<file path="config.mk">
export PLATFORM = sky130hd
export DESIGN_NAME = adc_start_seq
export DESIGN_NICKNAME = d
export VERILOG_FILES = /design/src/rtl/adc_start_seq.sv
export SDC_FILE = /design/constraint.sdc
export NUM_CORES = 1
export LEC_CHECK = 0
export BUFFER_PORTS_ARGS = -buffer_cell sky130_fd_sc_hd__buf_2
export CORE_ASPECT_RATIO = 1.2
export CORE_MARGIN = 2
export CORE_UTILIZATION = 49
export CTS_CLUSTER_DIAMETER = 30
export CTS_CLUSTER_SIZE = 16
export DETAILED_ROUTE_END_ITERATION = 10
export PLACE_DENSITY = 0.76
export SETUP_SLACK_MARGIN = 0.05
export SLEW_MARGIN = 10
export SYNTH_ARGS = -nofsm -noshare
export SYNTH_HDL_FRONTEND = slang
export SYNTH_SLANG_ARGS = --single-unit
export TNS_END_PERCENT = 20
</file>
<file path="constraint.sdc">
create_clock -name clk -period 2 [get_ports clk]
set_input_delay 0.3 -clock clk [delete_from_list [all_inputs] [get_ports clk]]
set_output_delay 0.3 -clock clk [all_outputs]
set_load 0.1 [all_outputs]
</file>
<file path="src/rtl/adc_start_seq.sv">
module adc_start_seq #(
  parameter int DIV_W      = 4,
  parameter int TRACK_CLKS = 3,
  parameter int CONV_CLKS  = 16,
  parameter int DATA_W     = 16
) (
  input  logic              clk,
  input  logic              rst_n,
  input  logic [1:0]        en,
  input  logic [1:0]        mode0,
  input  logic [2:0]        mode1,
  input  logic [DIV_W-1:0]  div0,
  input  logic [DIV_W-1:0]  div1,
  input  logic [1:0]        track_mode,
  input  logic [1:0]        int_en,
  input  logic [1:0]        sw_start,
  input  logic [1:0]        flag_clr,
  input  logic              tmr3_ovf,
  input  logic              tmr2_ovf,
  input  logic [1:0]        ext_start,
  output logic [1:0]        busy,
  output logic [1:0]        flag,
  output logic [1:0]        irq,
  output logic [1:0]        tracking,
  output logic [DATA_W-1:0] result0,
  output logic [DATA_W-1:0] result1
);
  localparam int LONGEST = (CONV_CLKS > TRACK_CLKS) ? CONV_CLKS : TRACK_CLKS;
  localparam int CNT_W = $clog2(LONGEST) + 1;
  localparam logic [CNT_W-1:0] TRK_LAST  = CNT_W'(TRACK_CLKS - 1);
  localparam logic [CNT_W-1:0] CONV_LAST = CNT_W'(CONV_CLKS - 1);

  logic [1:0] ext_s1, ext_s2, ext_s3;
  always_ff @(posedge clk or negedge rst_n)
    if (!rst_n) {ext_s1, ext_s2, ext_s3} <= '0;
    else begin
      ext_s1 <= ext_start;
      ext_s2 <= ext_s1;
      ext_s3 <= ext_s2;
    end
  wire [1:0] ext_rise = ext_s2 & ~ext_s3;

  logic [1:0] trig;
  always_comb begin
    case (mode0)
      2'd0:    trig[0] = sw_start[0];
      2'd1:    trig[0] = tmr3_ovf;
      2'd2:    trig[0] = ext_rise[0];
      default: trig[0] = tmr2_ovf;
    endcase
    case (mode1)
      3'd0:    trig[1] = sw_start[1];
      3'd1:    trig[1] = tmr3_ovf;
      3'd2:    trig[1] = ext_rise[1];
      3'd3:    trig[1] = tmr2_ovf;
      3'd4:    trig[1] = sw_start[0];
      default: trig[1] = 1'b0;
    endcase
  end

  logic [1:0][DIV_W-1:0]  div_sel;
  logic [1:0][DATA_W-1:0] res_q;
  assign div_sel = {div1, div0};

  for (genvar c = 0; c < 2; c++) begin : g_ch
    logic [DIV_W-1:0]  pre;
    logic [CNT_W-1:0]  cnt;
    logic              busy_r, flag_r, in_trk;
    logic [DATA_W-2:0] seq;
    logic [DATA_W-1:0] res;
    wire tick = (pre == div_sel[c]);

    always_ff @(posedge clk or negedge rst_n)
      if (!rst_n) begin
        busy_r <= 1'b0; flag_r <= 1'b0; in_trk <= 1'b0;
        pre <= '0; cnt <= '0; seq <= '0; res <= '0;
      end else begin
        if (flag_clr[c]) flag_r <= 1'b0;
        if (!en[c]) begin
          busy_r <= 1'b0;
          in_trk <= 1'b0;
        end else if (!busy_r) begin
          if (trig[c]) begin
            busy_r <= 1'b1;
            in_trk <= track_mode[c];
            pre    <= '0;
            cnt    <= '0;
          end
        end else if (!tick) begin
          pre <= pre + 1'b1;
        end else begin
          pre <= '0;
          if (in_trk) begin
            if (cnt == TRK_LAST) begin
              in_trk <= 1'b0;
              cnt    <= '0;
            end else cnt <= cnt + 1'b1;
          end else if (cnt == CONV_LAST) begin
            busy_r <= 1'b0;
            flag_r <= 1'b1;
            seq    <= seq + 1'b1;
            res    <= {1'(c), seq + 1'b1};
          end else cnt <= cnt + 1'b1;
        end
      end

    assign busy[c]     = busy_r;
    assign flag[c]     = flag_r;
    assign irq[c]      = flag_r & int_en[c];
    assign tracking[c] = en[c] & (~busy_r | in_trk);
    assign res_q[c]    = res;
  end

  assign result0 = res_q[0];
  assign result1 = res_q[1];
endmodule


</file>
# Yosys cells after proc, flatten, opt, wreduce, memory -nomap -nowiden
# Cells that the tools add are included.
[word_totals]
elab_cells = 122
in_bits = 29
reg_bits = 76
out_inout_bits = 40
[op_classes]
bitwise_logic = 12
n_reduce_logical = 12
add_sub_neg = 6
muxes = 56
n_eq_ne = 20
[ops]
columns = ["op", "n"]
rows = [
  ["$mux 5", 12],
  ["$mux 1", 36],
  ["$add 15x1->15 const B", 2],
  ["$mux 4", 6],
  ["$add 5x1->5 const B", 2],
  ["$eq 5x2->1 const B", 2],
  ["$eq 5x4->1 const B", 2],
  ["$reduce_and 5->1", 2],
  ["$add 4x1->4 const B", 2],
  ["$eq 4x4->1", 2],
  ["$reduce_and 2->1", 4],
  ["$reduce_and 4->1", 2],
  ["$eq 3x2->1 const B", 2],
  ["$ne 3x1->1 const B", 2],
  ["$ne 3x2->1 const B", 2],
  ["$ne 3x3->1 const B", 2],
  ["$pmux 1 s5", 1],
  ["$and 1x1->1", 4],
  ["$ne 2x1->1 const B", 2],
  ["$not 1->1", 4],
  ["$reduce_bool 2->1", 2],
  ["$eq 3x1->1 const B", 1],
  ["$eq 3x3->1 const B", 1],
  ["$logic_not 3->1", 1],
  ["other kinds (7)", 8],
]

# Longest topological paths before layout
[depth]
word_depth = 6
ltp_mapped = 8
depth_no_buf = 8

# Worst setup path before layout
# OpenSTA, ideal clock, no wires.
[synth_timing]
path_type = "register to output"
from = "reg g_ch[1].busy_r"
to = "out tracking[1]"
path_stages_with_launch = 3
arrival_ns = 2.805
path_slack_ns = -1.105
t_required_ns = 1.700
n_path_buf = 1
cell_sequence = "dfrtp_1 -> clkbuf_1 -> a21boi_0"
[synth_via]
elab_chain_cells = 3
[synth_lines]
columns = ["item", "line_no", "rtl"]
rows = [
  ["start, declared", "68", "logic busy_r, flag_r, in_trk;"],
  ["start signal, assigned", "75", "busy_r <= 1'b0; flag_r <= 1'b0; in_trk <= 1'b0;"],
  ["start signal, assigned", "80", "busy_r <= 1'b0;"],
  ["start signal, assigned", "84", "busy_r <= 1'b1;"],
  ["$not 1->1", "110", "assign tracking[c] = en[c] & (~busy_r | in_trk);"],
  ["$or 1x1->1", "110", ""],
  ["$and 1x1->1", "110", ""],
  ["end, declared", "24", "output logic [1:0] tracking,"],
]
# Every way passes these cells.

# Final worst setup path
[layout_timing]
from = "reg g_ch[0].cnt[1]"
to = "reg g_ch[0].cnt[1]"
[layout_via]
elab_chain_cells = 5
elab_cells_between_ends = 10
cone_classes = "add/sub: 1; eq/ne: 3; mux: 5; reduce/logical: 1"
[layout_lines]
columns = ["item", "line_no", "rtl"]
rows = [
  ["start, declared", "67", "logic [CNT_W-1:0] cnt;"],
  ["start signal, assigned", "97", "end else cnt <= cnt + 1'b1;"],
  ["start signal, assigned", "103", "end else cnt <= cnt + 1'b1;"],
  ["$add 5x1->5 / $eq 5x2->1 (equally long branches)", "97, 103, 94", ""],
  ["$mux 5 (on tied branches)", "98, 94", ""],
  ["$mux 5", "93", "if (in_trk) begin"],
  ["$mux 5", "89", "end else if (!tick) begin"],
  ["$mux 5", "82", "end else if (!busy_r) begin"],
]
# Several ways; a longest one is shown, not always the timed one. The select of a mux whose other input is x is not followed.
# A chain may end at the register's enable or synchronous reset.

==> Flow_metrics.wiki <==
{| class="wikitable"
! Metric !! Value
|-
| Cell count after synthesis || roughly 290
|-
| GRT Total Usage || 0.209
|-
| Total grt overflow || 0
|-
| Crit path capture type || flop
|-
| Fraction of the yosys area taken by sequential cells || 0.497
|-
| Number of ports placed on the die boundary || 69
|-
| Post-synth top area cell || sky130_fd_sc_hd__dfrtp_1
|-
| Final period demand of the worst path || 2.07 ns
|-
| Net count of the mapped netlist || 327
|-
| Critical path class || reg2reg
|-
| Worst Skew || between 0.008 and 0.009 ns
|-
| Total core area || 0.00605 mm^2
|-
| Hold Path Class || in2reg
|-
| GP Congestion || 0.859
|-
| Pin count of the biggest net entering global routing || 25
|-
| Crit path setup slack, layout || -0.0712 ns
|-
| Antenna violations before repair || 0
|-
| Crit path DAT || approximately 2.3 ns
|-
| Final setup vio count || 6
|-
| Routed wire per std cell || 14.3 um
|-
| Count of pins over their slew limit || 0
|-
| Final period util || 1.04
|-
| Placement row count || 31
|-
| Violated checks || negative setup slack
|-
| Least-Margin Pin Slew || 0.614 ns
|-
| Filler cell count || between 400 and 500
|-
| Remaining design rule violation count || 0
|-
| Non-filler instance count after layout || 478
|-
| Critical path startpoint category || flop
|-
| Share of Yosys cell area claimed by the top area cell type || 0.497
|-
| Clock transition at path regs || 0.07 ns
|-
| Fraction of the core area covered by cells at the end of the flow || 0.680
|-
| Largest fanout on the critical path || 5
|-
| CTS tree || done
|-
| Clock Sinks || 61
|-
| Placed Instances || 451
|-
| Vias after detailed routing || about 2500
|-
| Unrepaired setup endpoints after global routing || true
|-
| Total CTS buffers || 9
|-
| Hold slack final || 0.0713 ns
|-
| Synth Cell Area || 0.00307 mm^2
|-
| Distinct cells, synth || 46
|-
| Post-route antenna net violation count || 0
|-
| Async S/R FF share, synth || 1.00
|-
| Data required time at the worst endpoint || 2.22 ns
|-
| Vias/cell || 5.26
|-
| WL final || 6810 um
|-
| Max-slew headroom || 0.586
|-
| Maximum number of buffers from clock root to sink || 2
|-
| Synth area leaders || sky130_fd_sc_hd__dfrtp_1 (50%), sky130_fd_sc_hd__xnor2_1 (6.8%), sky130_fd_sc_hd__ha_1 (4.1%)
|-
| Hold Vio Cnt, Final || 0
|-
| Count of input and output buffers || 67
|-
| Lkg Pwr || 0.00203 uW
|-
| Initial Util || 0.508
|-
| Commonest cells in the synthesized netlist || sky130_fd_sc_hd__dfrtp_1 (61), sky130_fd_sc_hd__nand2_1 (25), sky130_fd_sc_hd__xnor2_1 (24)
|-
| H-tree levels || 3
|-
| Most used standard cell by instance count after synthesis || sky130_fd_sc_hd__dfrtp_1
|-
| Number of maximum-capacitance violations || 0
|-
| CTS root buf || sky130_fd_sc_hd__clkbuf_8
|-
| Most common flop cell mapped by yosys || sky130_fd_sc_hd__dfrtp_1
|-
| Detailed Route Iter0 Violations || 94
|-
| Number of iterations in the first detailed-routing pass || 4
|-
| EDFF count, synth || 0
|-
| Total number of nets in the final design || 430
|-
| Outcome || finished with violations
|-
| Ant. Diodes || 0
|-
| Count of state elements after synthesis || 61
|-
| P per Cell Area || 746 mW/mm^2
|-
| Vias in the first global route || 2541
|-
| Width of the chip || 76.3 um
|-
| Worst voltage drop across the vdd grid || 0.000617 V
|-
| Hpwl dp || 4730 um
|-
| Insertion delay to the later sink of the worst-skew pair || 0.34 ns
|-
| Fraction of final layout cells with drive strength greater than 1 || 0.412
|-
| Maximum clock frequency || between 400 and 500 MHz
|-
| Post-synthesis area per instance || 10.7 um^2
|-
| Total Die Area || between 0.006 and 0.007 mm^2
|-
| First-pass GRT wire length || 11600 um
|-
| Chip height || 90.8 um
|-
| Synthesis warning total || 0
|-
| Layout overhead on the synthesized area || 33.9%
|}
## critical path: stages, from the launching register on
cell                      delay, ns
sky130_fd_sc_hd__dfrtp_1       0.39
sky130_fd_sc_hd__ha_2          0.19
sky130_fd_sc_hd__and3_4        0.19
sky130_fd_sc_hd__ha_4          0.15
sky130_fd_sc_hd__and3b_2       0.20
sky130_fd_sc_hd__buf_6         0.12
sky130_fd_sc_hd__nor3b_2       0.16
sky130_fd_sc_hd__a32o_2        0.23
sky130_fd_sc_hd__mux2_4        0.31
## cells by family (layout without fill, tap and decap cells)
kind of cell,Yosys count,after routing,share of synthesized area
other,1,1,0.00122
buffers and inverters,23,131,0.0366
muxes,8,8,0.0318
and+or+nand+nor,110,110,0.209
adders and majority gates,10,10,0.0407
DFF,61,61,0.497
AOI/OAI and AO/OA,38,38,0.0786
xor gates and xnor gates,37,37,0.105
## cell type report
class | instances | area, um^2 | area share
multi-input combinational | 204 | 1580 | 0.383
sequential | 61 | 1540 | 0.373
timing repair buffer | 102 | 619 | 0.151
clock buffer | 11 | 131 | 0.0319
tap | 82 | 103 | 0.0249
clock inverter | 5 | 100 | 0.0243
inverter | 13 | 48.8 | 0.0119
## through the flow
stage	worst slack (ns)	cell area (um^2)	power, uW	setup TNS [ns]
3_5_place_dp	-0.179	3640	1760	-0.918
3_3_place_gp	-0.111	3640	1750	-0.497
4_1_cts	-0.0516	4040	3080	-0.200
5_1_grt	-0.134	4110	3200	-1.89
6_report	-0.0712	4110	3070	-0.173
2_1_floorplan	-0.340	3090	1590	-0.775
## layout by cell type, fill, tap and decap left out, types with 11 or more instances in the layout
master / n
sky130_fd_sc_hd__nand2_1: 24
sky130_fd_sc_hd__buf_2: 67
sky130_fd_sc_hd__dfrtp_1: 53
sky130_fd_sc_hd__o21ai_0: 14
sky130_fd_sc_hd__nand3_1: 17
sky130_fd_sc_hd__xor2_1: 13
sky130_fd_sc_hd__xnor2_1: 24
sky130_fd_sc_hd__inv_1: 13
sky130_fd_sc_hd__buf_4: 29
sky130_fd_sc_hd__nand4_1: 11
## state kept, by name (all words and copies together) (netlist names)
| name | cells |
|---|---|
| g_ch.seq | 29 |
| g_ch.cnt | 10 |
| g_ch.pre | 8 |
| ext_s1 | 2 |
| ext_s2 | 2 |
| ext_s3 | 2 |
| g_ch.busy_r | 2 |
| g_ch.flag_r | 2 |
| g_ch.in_trk | 2 |
| result1 | 2 |
## timing repair
action	CTS	global route
hold buffers	1	0
pin swaps	20	19
hold endpoints to repair	21	0
endpoints found under the setup margin	17	42
resized for setup	29	13
buffers inserted	6	4
## path summary, 6_finish.rpt
kind / slack [ns] / start / to / cells past startpoint
min in group asynchronous: 0.51 / rst_n / g_ch[1].cnt[4]$_DFFE_PN0P_ / 2
max: -0.07 / g_ch[0].cnt[1]$_DFFE_PN0P_ / g_ch[0].cnt[1]$_DFFE_PN0P_ / 8
max in group asynchronous: 0.86 / rst_n / g_ch[0].cnt[1]$_DFFE_PN0P_ / 3
min: 0.07 / ext_start[1] / ext_s1[1]$_DFF_PN0_ / 1
max reg2reg: -0.07 / g_ch[0].cnt[1]$_DFFE_PN0P_ / g_ch[0].cnt[1]$_DFFE_PN0P_ / 8
min reg2reg: 0.36 / ext_s1[1]$_DFF_PN0_ / ext_s2[1]$_DFF_PN0_ / 0
## report_power, final
part	internal, uW	switching, uW
registers	1290	49.1
clock network	825	474
logic	181	256
## layer usage
layer | global-route usage | up-vias | part of all wire
met2 | 0.354 | 68 | 0.51
met3 | 0.0520 | 12 | 0.047
met5 | 0 | - | 0
met1 | 0.251 | 1227 | 0.42
met4 | 0.0894 | 0 | 0.016
li1 | - | 1208 | -
Note: power is estimated with default switching activity, not from simulation.
